==> src/rtl/bmide_regs.sv <==
module bmide_regs (
  input  logic        clk,
  input  logic        rst_n,
  input  logic [3:0]  bus_addr,
  input  logic [1:0]  bus_size,
  input  logic        bus_wr,
  input  logic        bus_rd,
  input  logic [31:0] bus_wdata,
  output logic [31:0] bus_rdata,
  input  logic [1:0]  set_act,
  input  logic [1:0]  set_err,
  input  logic [1:0]  set_irq,
  output logic [1:0]  dma_run,
  output logic [1:0]  dma_dir,
  output logic [1:0]  start_pulse,
  output logic [1:0]  stop_pulse,
  output logic [31:0] desc_base0,
  output logic [31:0] desc_base1
);
  localparam int NCH = 2;

  logic [NCH-1:0] run, dir, act, err, irq;
  logic [1:0]     sflag [NCH];
  logic [31:0]    base  [NCH];

  logic       ch;
  logic       in_base;
  logic [1:0] lane;
  logic       is_byte;
  assign ch      = bus_addr[3];
  assign in_base = bus_addr[2];
  assign lane    = bus_addr[1:0];
  assign is_byte = (bus_size == 2'd0);

  logic [NCH-1:0] cmd_wr, st_wr, base_wr;
  for (genvar c = 0; c < NCH; c++) begin : g_dec
    assign cmd_wr[c]  = bus_wr && (ch == c) && !in_base && is_byte && (lane == 2'd0);
    assign st_wr[c]   = bus_wr && (ch == c) && !in_base && is_byte && (lane == 2'd2);
    assign base_wr[c] = bus_wr && (ch == c) && in_base;
  end

  logic [3:0]  be;
  logic [31:0] wfull;
  always_comb begin
    case (bus_size)
      2'd0:    begin be = 4'b0001 << lane; wfull = {4{bus_wdata[7:0]}}; end
      2'd1:    begin be = lane[1] ? 4'b1100 : 4'b0011; wfull = {2{bus_wdata[15:0]}}; end
      2'd2:    begin be = 4'b1111; wfull = bus_wdata; end
      default: begin be = 4'b0000; wfull = bus_wdata; end
    endcase
  end

  always_ff @(posedge clk) begin
    if (!rst_n) begin
      run <= '0; dir <= '0; act <= '0; err <= '0; irq <= '0;
      start_pulse <= '0; stop_pulse <= '0;
      for (int c = 0; c < NCH; c++) begin
        sflag[c] <= '0;
        base[c]  <= '0;
      end
    end else begin
      for (int c = 0; c < NCH; c++) begin
        start_pulse[c] <= cmd_wr[c] && bus_wdata[0] && !run[c];
        stop_pulse[c]  <= cmd_wr[c] && !bus_wdata[0] && run[c];
        if (cmd_wr[c]) begin
          run[c] <= bus_wdata[0];
          dir[c] <= bus_wdata[3];
        end
        if (cmd_wr[c] && !bus_wdata[0] && run[c])
          act[c] <= 1'b0;
        else if ((cmd_wr[c] && bus_wdata[0] && !run[c]) || set_act[c])
          act[c] <= 1'b1;
        err[c] <= set_err[c] || (err[c] && !(st_wr[c] && bus_wdata[1]));
        irq[c] <= set_irq[c] || (irq[c] && !(st_wr[c] && bus_wdata[2]));
        if (st_wr[c]) sflag[c] <= bus_wdata[6:5];
        if (base_wr[c])
          for (int b = 0; b < 4; b++)
            if (be[b]) base[c][b*8 +: 8] <= wfull[b*8 +: 8];
      end
    end
  end

  assign dma_run    = run;
  assign dma_dir    = dir;
  assign desc_base0 = {base[0][31:2], 2'b00};
  assign desc_base1 = {base[1][31:2], 2'b00};

  logic [31:0] bval, bshift, rval;
  logic [1:0]  alane;
  assign bval  = ch ? desc_base1 : desc_base0;
  assign alane = (bus_size == 2'd0) ? lane : (bus_size == 2'd1) ? {lane[1], 1'b0} : 2'd0;
  assign bshift = bval >> {alane, 3'b000};

  always_comb begin
    rval = '0;
    if (in_base) begin
      case (bus_size)
        2'd0:    rval = {24'h0, bshift[7:0]};
        2'd1:    rval = {16'h0, bshift[15:0]};
        2'd2:    rval = bshift;
        default: rval = '0;
      endcase
    end else begin
      case (bus_size)
        2'd0: case (lane)
          2'd0:    rval = {24'h0, 4'b0, dir[ch], 2'b0, run[ch]};
          2'd2:    rval = {24'h0, 1'b0, sflag[ch], 2'b0, irq[ch], err[ch], act[ch]};
          default: rval = 32'h0000_00FF;
        endcase
        2'd1:    rval = 32'h0000_FFFF;
        2'd2:    rval = 32'hFFFF_FFFF;
        default: rval = '0;
      endcase
    end
  end
  assign bus_rdata = bus_rd ? rval : 32'h0;

  a_r3_wide_cmd_write_dropped: assert property (@(posedge clk) disable iff (!rst_n)
    (bus_wr && !bus_addr[2] && bus_size != 2'd0) |=> ($stable(dma_run) && $stable(dma_dir)));

  for (genvar c = 0; c < NCH; c++) begin : g_chk
    a_r8_start_means_active: assert property (@(posedge clk) disable iff (!rst_n)
      start_pulse[c] |-> (act[c] && !stop_pulse[c]));
    a_r6_stop_clears_active: assert property (@(posedge clk) disable iff (!rst_n)
      stop_pulse[c] |-> !act[c]);
    a_r5_err_set_wins: assert property (@(posedge clk) disable iff (!rst_n)
      set_err[c] |=> err[c]);
    a_r5_irq_set_wins: assert property (@(posedge clk) disable iff (!rst_n)
      set_irq[c] |=> irq[c]);
    a_r6_status_write_keeps_active: assert property (@(posedge clk) disable iff (!rst_n)
      (bus_wr && bus_addr == (4'(c) << 3) + 4'd2 && !set_act[c]) |=> $stable(act[c]));
  end
endmodule

==> config.mk <==
export PLATFORM = sky130hd
export DESIGN_NAME = bmide_regs
export DESIGN_NICKNAME = d
export VERILOG_FILES = /design/src/rtl/bmide_regs.sv
export SDC_FILE = /design/constraint.sdc
export NUM_CORES = 1
export LEC_CHECK = 0
export ABC_AREA = 1
export BUFFER_PORTS_ARGS = -buffer_cell sky130_fd_sc_hd__buf_4
export CAP_MARGIN = 5
export CORE_MARGIN = 2
export CORE_UTILIZATION = 56
export DETAILED_ROUTE_END_ITERATION = 10
export PLACE_DENSITY = 0.85
export SYNTH_ARGS = -nofsm -noshare
export SYNTH_HDL_FRONTEND = slang
export SYNTH_SLANG_ARGS = --single-unit
==> constraint.sdc <==
create_clock -name clk -period 4.8 [get_ports clk]
set_input_delay 0.48 -clock clk [delete_from_list [all_inputs] [get_ports clk]]
set_output_delay 0.48 -clock clk [all_outputs]
set_load 0.01 [all_outputs]
# Yosys cells after proc, flatten, opt, wreduce, memory -nomap -nowiden

Memories as Yosys holds them, arrays and structs flattened.
Cells that the tools add are included.

Bits in registers: 14
Bits in writable memories: 68
Input bits: 48
Output and inout bits: 104
Logic and storage cells: 142
Memories kept: 2

Order comparisons: 1
Equal/unequal tests: 3
Shift-type cells: 2
Muxes and demuxes: 66
Bitwise operators: 12
Reductions and logical operators: 46

Memories:

| memory | words | width | read ports | clocked after Yosys merged registers in | wr ports | line | text |
|---|---|---|---|---|---|---|---|
| base   | 2     | 32    | 2          | 0                                       | 2        | 24   | `logic [31:0] base [NCH];` |
| sflag  | 2     | 2     | 1          | 0                                       | 2        | 23   | `logic [1:0] sflag [NCH];` |

Operators with widths:

| kind                                                        | number |
|---|---|
| one-hot mux 32 bit (3 select lines)                         | 2 |
| 2-to-1 mux 32 bit                                           | 3 |
| 2-to-1 mux 8 bit                                            | 8 |
| one-hot mux 32 bit (2 select lines)                         | 1 |
| 2-to-1 mux 1 bit                                            | 45 |
| >> shifter 32 x 5 -> 32 bit                                 | 1 |
| logical AND 1 bit                                           | 28 |
| one-hot mux 8 bit (2 select lines)                          | 1 |
| one-hot mux 4 bit (3 select lines)                          | 1 |
| OR 1 bit                                                    | 10 |
| zero test 1 bit                                             | 8 |
| 2-to-1 mux 2 bit                                            | 4 |
| logical OR 1 bit                                            | 6 |
| equality test 2 bit (second input constant)                 | 2 |
| zero test 2 bit                                             | 2 |
| 2-to-1 mux 4 bit                                            | 1 |
| OR reduction 2 bit                                          | 2 |
| left shift 1 x 2 -> 4 bit (first input constant)            | 1 |
| equality test 2 x 1 -> 1 bit (second input constant)        | 1 |
| less-than comparator 1 x 2 -> 1 bit (second input constant) | 1 |
| inverter 1 bit                                              | 2 |

# Longest topological paths before layout

Depth in word-level cells: 9
Gate-level depth with buffers: 11
Mapped depth without buffers: 10

# Worst setup path after synthesis

No wires, ideal clock.

Path type: input to output
Start: in bus_size[1]
End: out bus_rdata[8]
Arrival: 1736 ps
Data required time: 4320 ps
Path slack: 2584 ps
Stages on the path: 9
Buffers on the path: 1
Cell sequence: inv_1 ha_1 nand2_2 inv_2 buf_2 nand3_1 nand3_1 nand3_1 a21oi_1

Cells in the longest elaborated chain, start to end: 7
Elaborated cells between the ends (all ways): 10
Classes of those cells: eq/ne (2); shift (1); mux (6); reduce/logical (1)

RTL lines:

| item                                | line        | text |
|---|---|---|
| from (decl)                         | 5           | `input logic [1:0] bus_size,` |
| equality test 2 x 1 -> 1 bit        | 91, 97, 104 |  |
| 2-to-1 mux 2 bit (2 in a row)       | 91          | `assign alane = (bus_size == 2'd0) ? lane : (bus_size == 2'd1) ? {lane[1], 1'b0} : 2'd0;` |
| >> shifter 32 x 5 -> 32 bit         | 92          | `assign bshift = bval >> {alane, 3'b000};` |
| one-hot mux 32 bit (3 select lines) | 97          | `case (bus_size)` |
| 2-to-1 mux 32 bit (*)               | 96          | `if (in_base) begin` |
| 2-to-1 mux 32 bit (*)               | 116         | `assign bus_rdata = bus_rd ? rval : 32'h0;` |
| to (decl)                           | 9           | `output logic [31:0] bus_rdata,` |

Mark *: on every way between the ends. The rest lies on a longest branch, timed or not.

# Final worst setup path

Start: in bus_size[1]
End: out bus_rdata[3]

Same word-level chain as after synthesis.

==> impl_metrics.env <==
export IMPL_area_delta_synth_final_pct=25.2
export IMPL_synth_edff_count=64
export IMPL_port_buffers=147
export IMPL_core_area_um2=8300
export IMPL_reg2reg_slack_ps=4000
export IMPL_yosysTopAreaCell="edfxtp_1"
export IMPL_yosys_warnings=0
export IMPL_max_slew_margin_rel=0.473
export IMPL_end_kind="primary output"
export IMPL_timing_rr_start="dma_run[1]"
export IMPL_synth_simple_area_share=0.317
export IMPL_startpoint_type="primary input"
export IMPL_avgSynthCellArea_um2=7.26
export IMPL_diodes=0
export IMPL_finalCritPeriodShare=0.674
export IMPL_synth_top_family_by_area="simple AND/OR/NAND/NOR gates"
export IMPL_postCtsHoldBufs=0
export IMPL_io_pins=152
export IMPL_grt_max_degree=45
export IMPL_viasPerCell=5.84
export IMPL_nets=848
export IMPL_fin_skew_ps=2.10
export IMPL_totalWireLength_mm=16.5
export IMPL_die_y_um=97.1
export IMPL_holdPathStages=3
export IMPL_yosysSeqAreaShare=0.454
export IMPL_synth_compound_gate_area_share=0.122
export IMPL_path_cells="buf_4 > inv_1 > ha_1 > nand2_2 > inv_2 > nand2_1 > nand3_1 > nand3_1 > a21oi_1 > buf_4"
export IMPL_synthMuxAreaShare=0
export IMPL_drv_slew=0
export IMPL_grt_use_total=0.340
export IMPL_start_util=0.584
export IMPL_reg2reg_depth=3
export IMPL_worst_path_largest_cell_delay_ps=480
export IMPL_period_needed_ps=3240
export IMPL_cp_data_required_time_ps=4320
export IMPL_rsz0062_at_grt="false"
export IMPL_synth_most_common_cell="nand2_1"
export IMPL_pwr_density_cell_nw_per_um2=269
export IMPL_critPathArrivalTime_ps=2760
export IMPL_fmax_ghz=0.309
export IMPL_synth_adder_area_share=0.0155
export IMPL_h_tree_depth=3
export IMPL_grt_pass1_wl_mm=25.5
export IMPL_min_from="set_err[0]"
export IMPL_ys_dominant_reg_cell="edfxtp_1"
export IMPL_holdPathEnd="err[0]"
export IMPL_cts_sinks=78
export IMPL_utilization=0.732
export IMPL_netlist_top_cells_area="edfxtp_1 (40%), nand2_1 (17%), a21oi_1 (9.1%)"
export IMPL_postCtsSetupBuffers=0
export IMPL_ctsLongestPathBuffers=2
export IMPL_drt_first_iter_violations=657
export IMPL_ant_nets=0
export IMPL_die_w_um=97.1
export IMPL_antenna_found_initial=0
export IMPL_clk_latency_ps=340
export IMPL_first_global_vias=4856
export IMPL_dieArea_um2=9420
export IMPL_drv_cap=0
export IMPL_synth_xor_area_share=0
export IMPL_cts_resized=0
export IMPL_ys_types=28
export IMPL_synth_top_area_share=0.396
export IMPL_crit_type="primary input to primary output"
export IMPL_tns_ps=0
export IMPL_dr_pass1_iters=5
export IMPL_routed_via_count=5281
export IMPL_worst_pin_slew_ps=787
export IMPL_clkSlewWorstSetupHoldPaths_ps=80
export IMPL_grt_ovfl_total=0
export IMPL_crit_slowest_cell="nand2_2"
export IMPL_place_gp_congestion=1.00
export IMPL_rows=33
export IMPL_hp_class="primary input to flip-flop"
export IMPL_cts_tree="done"
export IMPL_wl_per_cell_um=18.2
export IMPL_drive_gt1_frac=0.228
export IMPL_remaining_drc_errors=0
export IMPL_setup_viol=0
export IMPL_r2r_end="act[1]"
export IMPL_synth_area_um2=4850
export IMPL_async_flop_share=0
export IMPL_critPathMaxFanout=44
export IMPL_cts_root_buf="clkbuf_8"
export IMPL_synth_cells=668
export IMPL_finalHoldViolCount=0
export IMPL_dp_hpwl_mm=12.6
export IMPL_leakage_nw=2.93
export IMPL_max_vdd_ir_drop_mv=0.284
export IMPL_synthTopCellsByCount="nand2_1 (223), a21oi_1 (88), nand3_1 (77)"
export IMPL_status="complete, no violations"
export IMPL_synth_seq_cells=78
export IMPL_cts_buffers=9
==> cell families (layout without fill, tap and decap cells) <==
logic type	count (synthesis)	in the layout
AND/OR/NAND/NOR	368	368
buffers and inverters	100	228
AO/OA/AOI/OAI	115	115
other	1	4
adder cells (fa/ha/maj)	6	6
flip-flops	78	78
==> layout by cell type (no fill, tap or decap), drive strengths merged <==
cell type / synthesis / layout
nand3b: 1 / 1
dfxtp: 14 / 14
a21oi: 88 / 88
nor2: 49 / 49
o21ai: 22 / 22
o31ai: 3 / 3
nor3: 11 / 11
inv: 62 / 62
buf: 30 / 149
or2: 6 / 6
conb: 1 / 4
ha: 6 / 6
clkbuf: 7 / 10
o211ai: 1 / 1
o221ai: 1 / 1
nand2: 224 / 224
edfxtp: 64 / 64
clkinv: 1 / 5
nand3: 77 / 77
clkinvlp: 0 / 2
==> metal layers <==
layer	vias up	part of all wire	track usage	wire (µm)
met4	0	0.028	0.109	456
met1	2413	0.40	0.470	6500
li1	2443	-	-	-
met2	380	0.47	0.547	7700
met5	-	0	0	0
met3	45	0.11	0.0604	1800
==> where the power goes <==
group	switching [mW]	internal (mW)
Sequential	0.0263	0.774
Clock	0.247	0.186
Combinational	0.248	0.149
==> stage by stage <==
stage / hold slack [ps] / power [mW] / setup WS (ps) / area, µm² / instances
after floorplan: 444 / 1.03 / 2580 / 4860 / 671
after global placement: 460 / 1.19 / 1690 / 5910 / 888
after detailed placement: 471 / 1.20 / 1630 / 5910 / 888
after CTS: 377 / 1.62 / 1620 / 6070 / 904
after global routing: 386 / 1.69 / 1330 / 6070 / 904
final: 381 / 1.63 / 1560 / 6070 / 904
==> cell type report <==
type | count | area, µm²
well taps | 105 | 131
repair buffers | 149 | 1120
fillers | 690 | 2230
clock buffers | 10 | 128
inverters | 63 | 239
flip-flops and latches | 78 | 2200
clock inverters | 6 | 38.8
multi-input cells | 493 | 2210
==> flip-flops by register name, summed over array words and instances, names as in the netlist <==
signal,flops
dma_run,2
dma_dir,2
stop_pulse,2
sflag,4
err,2
irq,2
start_pulse,2
act,2
base,60
==> worst max-delay path: cells and delay by family <==
family / cells / cell delay, ps
fa+ha+maj: 1 / 310
buf+inv: 4 / 950
compound gates: 1 / 190
simple gates: 4 / 810
==> worst max-delay path by stage <==
stage | start | end | slack (ps) | cells past startpoint
after floorplan | bus_size[1] | bus_rdata[8] | 2580 | 9
after global placement | bus_size[1] | bus_rdata[1] | 1690 | 10
after detailed placement | bus_size[1] | bus_rdata[11] | 1630 | 10
after CTS | bus_size[1] | bus_rdata[11] | 1620 | 10
after global routing | bus_size[1] | bus_rdata[5] | 1330 | 10
final | bus_size[1] | bus_rdata[3] | 1560 | 10
(Power assumes the default switching activity.)
